### src/rtl/omega_pkg.sv
package omega_pkg;
  typedef enum logic {ARB_FIXED = 1'b0, ARB_ROTATE = 1'b1} arb_mode_e;

  // Perfect shuffle: rotate a lg-bit line index left by one.
  function automatic int unsigned shuffle_pos(input int unsigned idx, input int unsigned lg);
    int unsigned msk;
    msk = (32'd1 << lg) - 32'd1;
    return ((idx << 1) | (idx >> (lg - 1))) & msk;
  endfunction
endpackage

### src/rtl/omega_switch2.sv
module omega_switch2 #(
  parameter int                   LW   = 15,
  parameter int                   SELB = 13,
  parameter omega_pkg::arb_mode_e ARB  = omega_pkg::ARB_FIXED
) (
  input  logic          clk,
  input  logic          rst_n,
  input  logic [LW-1:0] a_lane,
  input  logic [LW-1:0] b_lane,
  output logic [LW-1:0] u_lane,
  output logic [LW-1:0] l_lane
);
  logic a_vld, b_vld, a_sel, b_sel;
  logic clash, favor_b, a_go, b_go;

  assign a_vld = a_lane[LW-1];
  assign b_vld = b_lane[LW-1];
  assign a_sel = a_lane[SELB];
  assign b_sel = b_lane[SELB];
  assign clash = a_vld & b_vld & (a_sel == b_sel);
  assign a_go  = a_vld & ~(clash & favor_b);
  assign b_go  = b_vld & ~(clash & ~favor_b);

  generate
    if (ARB == omega_pkg::ARB_ROTATE) begin : g_rot
      logic prio_q, prio_d, prio_en;
      assign prio_en = clash;
      assign prio_d  = ~prio_q;
      always_ff @(posedge clk or negedge rst_n) begin
        if (!rst_n)       prio_q <= 1'b0;
        else if (prio_en) prio_q <= prio_d;
      end
      assign favor_b = prio_q;


      rr_alternate_chk: assert property (@(posedge clk) disable iff (!rst_n)
        clash |=> (!clash || (a_go != $past(a_go))));
    end else begin : g_fix
      assign favor_b = 1'b0;


      upper_wins_chk: assert property (@(posedge clk) disable iff (!rst_n)
        a_vld |-> (a_sel ? (l_lane == a_lane) : (u_lane == a_lane)));
    end
  endgenerate

  always_comb begin
    u_lane = '0;
    l_lane = '0;
    if (a_go) begin
      if (a_sel) l_lane = a_lane;
      else       u_lane = a_lane;
    end
    if (b_go) begin
      if (b_sel) l_lane = b_lane;
      else       u_lane = b_lane;
    end
  end


  clash_single_chk: assert property (@(posedge clk) disable iff (!rst_n)
    clash |-> ($countones({u_lane[LW-1], l_lane[LW-1]}) == 1));
endmodule

### src/rtl/omega_stage.sv
module omega_stage #(
  parameter int                   N   = 8,
  parameter int                   LOG = 3,
  parameter int                   W   = 8,
  parameter int                   STG = 0,
  parameter omega_pkg::arb_mode_e ARB = omega_pkg::ARB_FIXED
) (
  input  logic                       clk,
  input  logic                       rst_n,
  input  logic [N*(1+2*LOG+W)-1:0]   in_flat,
  output logic [N*(1+2*LOG+W)-1:0]   out_flat
);
  localparam int LW   = 1 + 2*LOG + W;
  localparam int SELB = W + LOG + (LOG - 1 - STG);
  localparam int NSW  = N / 2;

  logic [LW-1:0] sh   [N];
  logic [LW-1:0] outl [N];

  generate
    for (genvar i = 0; i < N; i++) begin : g_shuf
      localparam int P = omega_pkg::shuffle_pos(i, LOG);
      assign sh[P] = in_flat[i*LW +: LW];
      assign out_flat[i*LW +: LW] = outl[i];
    end
    for (genvar k = 0; k < NSW; k++) begin : g_cell
      omega_switch2 #(.LW(LW), .SELB(SELB), .ARB(ARB)) u_cell (
        .clk    (clk),
        .rst_n  (rst_n),
        .a_lane (sh[2*k]),
        .b_lane (sh[2*k+1]),
        .u_lane (outl[2*k]),
        .l_lane (outl[2*k+1])
      );
    end
  endgenerate
endmodule

### src/rtl/omega_net.sv
module omega_net #(
  parameter int                   N   = 8,
  parameter int                   W   = 8,
  parameter omega_pkg::arb_mode_e ARB = omega_pkg::ARB_FIXED
) (
  input  logic             clk,
  input  logic             rst_n,
  input  logic [N-1:0]     in_valid,
  input  logic [N*3-1:0]   in_dest,
  input  logic [N*W-1:0]   in_data,
  output logic [N-1:0]     in_ready,
  output logic [N*3-1:0]   out_src,
  output logic [N-1:0]     out_valid,
  output logic [N*W-1:0]   out_data
);
  localparam int LOG = $clog2(N);
  localparam int LW  = 1 + 2*LOG + W;

  logic [1:0] rst_q;
  logic       rst_n_int;

  always_ff @(posedge clk or negedge rst_n) begin
    if (!rst_n) rst_q <= 2'b00;
    else        rst_q <= {rst_q[0], 1'b1};
  end
  assign rst_n_int = rst_q[1];

  logic [N*LW-1:0] col [LOG+1];

  generate
    for (genvar i = 0; i < N; i++) begin : g_in
      assign col[0][i*LW +: LW] = {in_valid[i], in_dest[i*LOG +: LOG], LOG'(i), in_data[i*W +: W]};
    end
    for (genvar s = 0; s < LOG; s++) begin : g_stg
      omega_stage #(.N(N), .LOG(LOG), .W(W), .STG(s), .ARB(ARB)) u_stage (
        .clk      (clk),
        .rst_n    (rst_n_int),
        .in_flat  (col[s]),
        .out_flat (col[s+1])
      );
    end
    for (genvar j = 0; j < N; j++) begin : g_out
      logic [LW-1:0] ln;
      assign ln = col[LOG][j*LW +: LW];
      assign out_valid[j]           = ln[LW-1];
      assign out_src[j*LOG +: LOG]  = ln[W+LOG-1 -: LOG];
      assign out_data[j*W +: W]     = ln[W-1:0];


      dest_match_chk: assert property (@(posedge clk) disable iff (!rst_n_int)
        ln[LW-1] |-> (ln[LW-2 -: LOG] == LOG'(j)));
    end
  endgenerate

  always_comb begin
    in_ready = '0;
    for (int j = 0; j < N; j++) begin
      if (out_valid[j]) in_ready[out_src[j*LOG +: LOG]] = 1'b1;
    end
  end


  ready_valid_chk: assert property (@(posedge clk) disable iff (!rst_n_int)
    (in_ready & ~in_valid) == '0);


  lone_pass_chk: assert property (@(posedge clk) disable iff (!rst_n_int)
    ($countones(in_valid) == 1) |-> (in_ready == in_valid));
endmodule

### config.mk
export PLATFORM = sky130hd
export DESIGN_NAME = omega_net
export DESIGN_NICKNAME = d
export VERILOG_FILES = /design/src/rtl/omega_pkg.sv /design/src/rtl/omega_switch2.sv /design/src/rtl/omega_stage.sv /design/src/rtl/omega_net.sv
export SDC_FILE = /design/constraint.sdc
export NUM_CORES = 1
export LEC_CHECK = 0
export BUFFER_PORTS_ARGS = -buffer_cell sky130_fd_sc_hd__buf_2
export CAP_MARGIN = 20
export CORE_ASPECT_RATIO = 1.1
export CORE_UTILIZATION = 30
export DETAILED_ROUTE_END_ITERATION = 10
export PLACE_DENSITY_LB_ADDON = 0.15
export RECOVER_POWER = 100
export SYNTH_ARGS = -nofsm -noshare
export SYNTH_HDL_FRONTEND = slang
export SYNTH_HIERARCHICAL = 1
export SYNTH_SLANG_ARGS = --single-unit
### constraint.sdc
create_clock -name vclk -period 3.45
set_input_delay 0.1725 -clock vclk [all_inputs]
set_output_delay 0.1725 -clock vclk [all_outputs]
set_load 0.01 [all_outputs]
# Word-level counts from Yosys, hierarchy flattened
# Cells that the tools add are included.
dict set report classes {
  order_cmp 16
  eq_ne 12
  muxes 120
  n_bitwise 55
  n_reduce_logical 8
}
# cell count
set ops {}
lappend ops {{15-bit 2-to-1 mux} 96}
lappend ops {{8-bit 2-to-1 mux} 8}
lappend ops {{8-bit OR} 7}
lappend ops {{1-bit bitwise AND} 36}
lappend ops {{3-bit by 4-bit < comparator with 1-bit output (second input constant)} 8}
lappend ops {{1-bit demux with 3-bit select} 8}
lappend ops {{3-bit by 1-bit greater-or-equal comparator with 1-bit output (second input constant)} 8}
lappend ops {{1-bit == test} 12}
lappend ops {{1-bit NOT} 12}
lappend ops {{1-bit logical AND} 8}
lappend ops {{1-bit 2-to-1 mux} 8}
dict set report word_totals {
  register_bits 0
  input_bits 98
  output_inout_bits 104
}

# Logic depth before layout (Yosys ltp)
# Gate-level depths: netlist of run 1.
dict set report logic_depth {
  ltp_word 34
  depth_mapped 16
}

# Cells and area by module
# Netlist of run 1, hierarchy kept.
# mod instances cells_each area_each_um2
set by_module_without_submodules {}
lappend by_module_without_submodules {omega_switch2 12 85 588.1}
lappend by_module_without_submodules {omega_net 1 101 670.6}

# Least setup slack after synthesis of run 1
# Ideal clock, no wire load.
dict set report synth_path {
  path_type {input to output}
  startpoint {in in_dest[14]}
  endpoint {out in_ready[3]}
  arrival_ns 3.366
  t_required_ns 3.277
  path_slack_ns -0.088
  path_stages 14
  path_buffers 4
  cell_sequence {buf_2 buf_2 nand3_1 o21ai_0 and2_2 buf_6 o21ai_0 and2_2 buf_6 o21ai_0 nor2b_1 nor2b_4 a311oi_2 o2111ai_1}
}
# item line
set synth_lines {}
lappend synth_lines {{from (decl)} omega_net.sv:9} ;# input logic [N*3-1:0] in_dest,
lappend synth_lines {{to (decl)} omega_net.sv:11} ;# output logic [N-1:0] in_ready,

==> results of run 1 <==
-- worst max-delay path by stage --
stage	start	endpoint	slack [ns]	depth (start not counted)
after floorplan	in_valid[4]	in_ready[2]	0.03	13
after global placement	in_valid[3]	in_ready[5]	0.15	11
after detailed placement	in_dest[2]	in_ready[5]	0.14	13
after CTS	in_dest[2]	in_ready[5]	0.13	13
after global routing	in_dest[2]	in_ready[5]	0.005	13
final	in_dest[2]	in_ready[5]	0.11	13
-- area by class of cell --
cell class,instances,area [sq um]
fill,2574,14700
multi-input combinational,923,6090
timing repair buffer,306,1800
tap,300,375
inverter,14,52.6
antenna,2,5.00
-- routing by layer --
metal  up-vias  part of all wire [%]  global-route usage, %
met5         -                 0.042                      0
met4         2                   3.5                   7.92
met3        53                   6.4                   3.56
met2       320                    45                   39.7
met1      4184                    45                   33.2
li1       4326                     -                      -
-- worst max-delay path: cells and delay by family --
kind,cells,cell delay [ns]
buf+inv,3,0.59
compound gates,5,1.30
simple gates,5,1.08
-- stage by stage --
| step | hold WS (ns) | cells | area, sq um |
|---|---|---|---|
| 6_report | 1.09 | 1545 | 8320 |
| 5_1_grt | 1.11 | 1543 | 8320 |
| 4_1_cts | 1.08 | 1543 | 8310 |
| 3_5_place_dp | 1.08 | 1543 | 8310 |
| 3_3_place_gp | 1.09 | 1543 | 8310 |
| 2_1_floorplan | 0.780 | 1069 | 7230 |
-- repair_timing --
item | CTS | global route
resized for setup | 0 | 7
hold buffers | 0 | 0
setup endpoints to repair | 0 | 8
==> metrics, run 1 <==
status complete, no violations; postcts setup bufs 0; Worst-Margin Slew between 0.7 and 0.8 ns; routability cong. between 0.9 and 1; Vias around 8900; drt pass-1 iters 5; vias in the first global route approximately 8000; WP data arrival 3.17 ns; Post-Place Setup Slack 0.140 ns; # clk buffers 0; Fin. Hold Viols 0; most common cell after layout, fill and taps aside nand3_1; critical path, cell by cell buf_2 > nand2b_2 > a31o_2 > and2_2 > o21ai_1 > buf_6 > and3b_1 > a31o_1 > nand2_1 > o32ai_1 > a311oi_1 > nand4_1 > buf_2; Die Ht around 160 um; DRC 0; type of the worst min-delay path in -> out; routed vias/inst about 5.8; period utilization between 90% and 100%; final worst slack approximately 0.11 ns; die width between 100 and 150 um; largest net degree at the start of global routing 24; register area 0 sq um; Synth Area per Inst just under 7 sq um; crit-path max cell delay approximately 0.35 ns; initial core utilization 30.7%; final WL just over 30 mm; synthesized instance count between 1000 and 1500; minimum clock period roughly 3.3 ns; share of layout cells above drive strength 1 between 30% and 40%; Row Count 58; RSZ-0062 raised after global routing no; CP max FO 23; leading cell types in the layout, fill and taps excluded 294 x nand3_1, 195 x buf_2, 143 x o21ai_0, 104 x buf_4, 94 x a31o_1; DP HPWL between 20 and 30 mm; WS Path Type in -> out; Max-slew headroom 51.2%; ANT nets after route 0; DR WL/cell ~20 um; Hold Path End out_data[8]; fin util 36.2%; die area between 20000 and 25000 sq um; Final Setup Violations 0; most used cell, CP buf_2; highest clock rate 299 MHz; Port Buf Inserts 200; CP max-delay cell a31o_2; Starting DRT DRC Count slightly above 800; global-route usage over all layers about a quarter; Top-Level Pins just over 200; hold_sp in_data[48]; FF+latch count 0; Pins Over Slew Limit 0; NumNets Final about 1300; Max Cap Viol 0; Ys Warns 6; initial antenna violation count 1; gr ovfl total 0; core area 23000 sq um; worst path required time about 3.3 ns; final setup TNS 0 ns; area delta synth->final 17.9%; CP startpoint kind input port; Post-Syn Area roughly 7000 sq um; global-route wire length before repair roughly 47 mm; hold-critical path depth 6; crit end category primary output
==> run 2, diff against run 1 <==
Settings changed: CORE_MARGIN from default to 2, CORE_UTILIZATION 30 to 50, SETUP_SLACK_MARGIN from default to 0.3.
==> metrics, run 2 (synthesis gave the netlist of run 1 again) <==
status complete, no violations; Total Power approximately 1.1 mW; Psw roughly 0.64 mW; gr ovfl total 0; Clk pwr share 0%; DP HPWL between 20 and 25 mm; Pins Over Slew Limit 0; largest net degree at the start of global routing 28; routed vias/inst 6.36; # clk buffers 0; Max-slew headroom roughly 56%; routability cong. 0.985; Max Cap Viol 0; WS Path Type in -> out; die width approximately 120 um; share of layout cells above drive strength 1 a little over a third; most common cell after layout, fill and taps aside nand3_1; pwr dens about 130 nW/um^2; Row Count 45; FF+latch count 0; final setup TNS 0 ns; global-route wire length before repair around 42 mm; core area 13800 sq um; RSZ-0062 raised after global routing yes; Max VDD drop 71.7 uV; Int Pwr ~0.42 mW; area delta synth->final 17.8%; WP data arrival 2.99 ns; placed cell count ~1400; worst path required time between 3 and 4 ns; leading cell types in the layout, fill and taps excluded 294 x nand3_1, 155 x buf_2, 136 x o21ai_0, 97 x buf_4, 92 x a31o_1; hold-critical path depth 6; Top-Level Pins around 200; DR WL/cell approximately 20 um; die area 15100 sq um; non-filler instance count after layout approximately 1400; leakage power 3.81 nW; CP max FO 17; NumNets Final ~1400; Starting DRT DRC Count 794; minimum clock period ~3.2 ns; final WL approximately 28 mm; Vias 9146; Die Ht ~130 um; type of the worst min-delay path in -> out; period utilization between 90% and 100%; DRC 0; Fin. Hold Viols 0; ANT nets after route 0; highest clock rate between 300 and 400 MHz; Worst-Margin Slew 0.657 ns; register area 0 sq um; crit end category primary output; drt pass-1 iters 6; Comb pwr share 100.0%; CP startpoint kind input port; vias in the first global route roughly 7800; global-route usage over all layers around a third; Switching Fraction between 60% and 70%; Final Setup Violations 0; Seq pwr share 0%; initial core utilization between 50% and 60%; initial antenna violation count 0; Port Buf Inserts 200; fin util between 60% and 70%
## run 2: cell types whose count changed in the layout (fill, tap and decap cells not counted), sizes merged
cell           previous run  this run
diode                     2         1
clkdlybuf4s15             0         1
buf                     300       258
clkbuf                    6        54
## run 2: metal layers
| layer | up-vias | GRT usage, % | part of all wire (%) |
|---|---|---|---|
| met2 | 452 | 53.9 | 45 |
| li1 | 4341 | - | - |
| met4 | 0 | 12.9 | 4.2 |
| met1 | 4294 | 47.7 | 44 |
| met3 | 59 | 2.97 | 7.3 |
| met5 | - | 0 | 0 |
## run 2: final timing paths
path	start	slack [ns]	end
min	in_data[51]	1.07	out_data[11]
max	in_dest[5]	0.29	in_ready[6]
## run 2: final cells by class
cell class,instances,area (sq um)
Antenna cell,1,2.50
Fill cell,1439,5480
Inverter,14,52.6
Multi-Input combinational cell,923,6220
Tap cell,188,235
Timing Repair Buffer,313,1810
## run 2: worst max-delay path: stages
cell       delay [ns]
buf_2            0.13
buf_4            0.18
and3b_1          0.19
a31o_2           0.30
buf_4            0.21
nand3_1          0.11
o21ai_2          0.08
buf_4            0.17
o21ai_0          0.54
nand2_1          0.25
o22ai_1          0.24
nor2_1           0.06
o2111ai_1        0.14
buf_2            0.21
## run 2: timing repair
item                       in CTS  in global routing
pin swaps                       4                  3
setup endpoints to repair       7                  8
hold buffers                    0                  0
cloned                          1                  1
buffers inserted                3                 12
gates resized for setup        18                 43
## run 2: power by group through the flow
stage | registers [mW] | clock network [mW] | logic (mW)
6_report | 0 | 0.0000000260 | 1.06
5_1_grt | 0 | 0 | 1.13
4_1_cts | 0 | 0 | 1.01
3_5_place_dp | 0 | 0 | 0.994
3_3_place_gp | 0 | 0 | 0.988
2_1_floorplan | 0 | 0 | 0.735
## run 2: stage by stage
stage / cell area, sq um / setup WS (ns) / hold slack [ns]
2_1_floorplan: 7230 / 0.317 / 0.780
3_3_place_gp: 8110 / 0.101 / 1.06
3_5_place_dp: 8110 / 0.0936 / 1.06
4_1_cts: 8180 / 0.288 / 1.06
5_1_grt: 8310 / 0.149 / 1.08
6_report: 8320 / 0.289 / 1.07
Note: power is estimated with default switching activity, not from simulation.
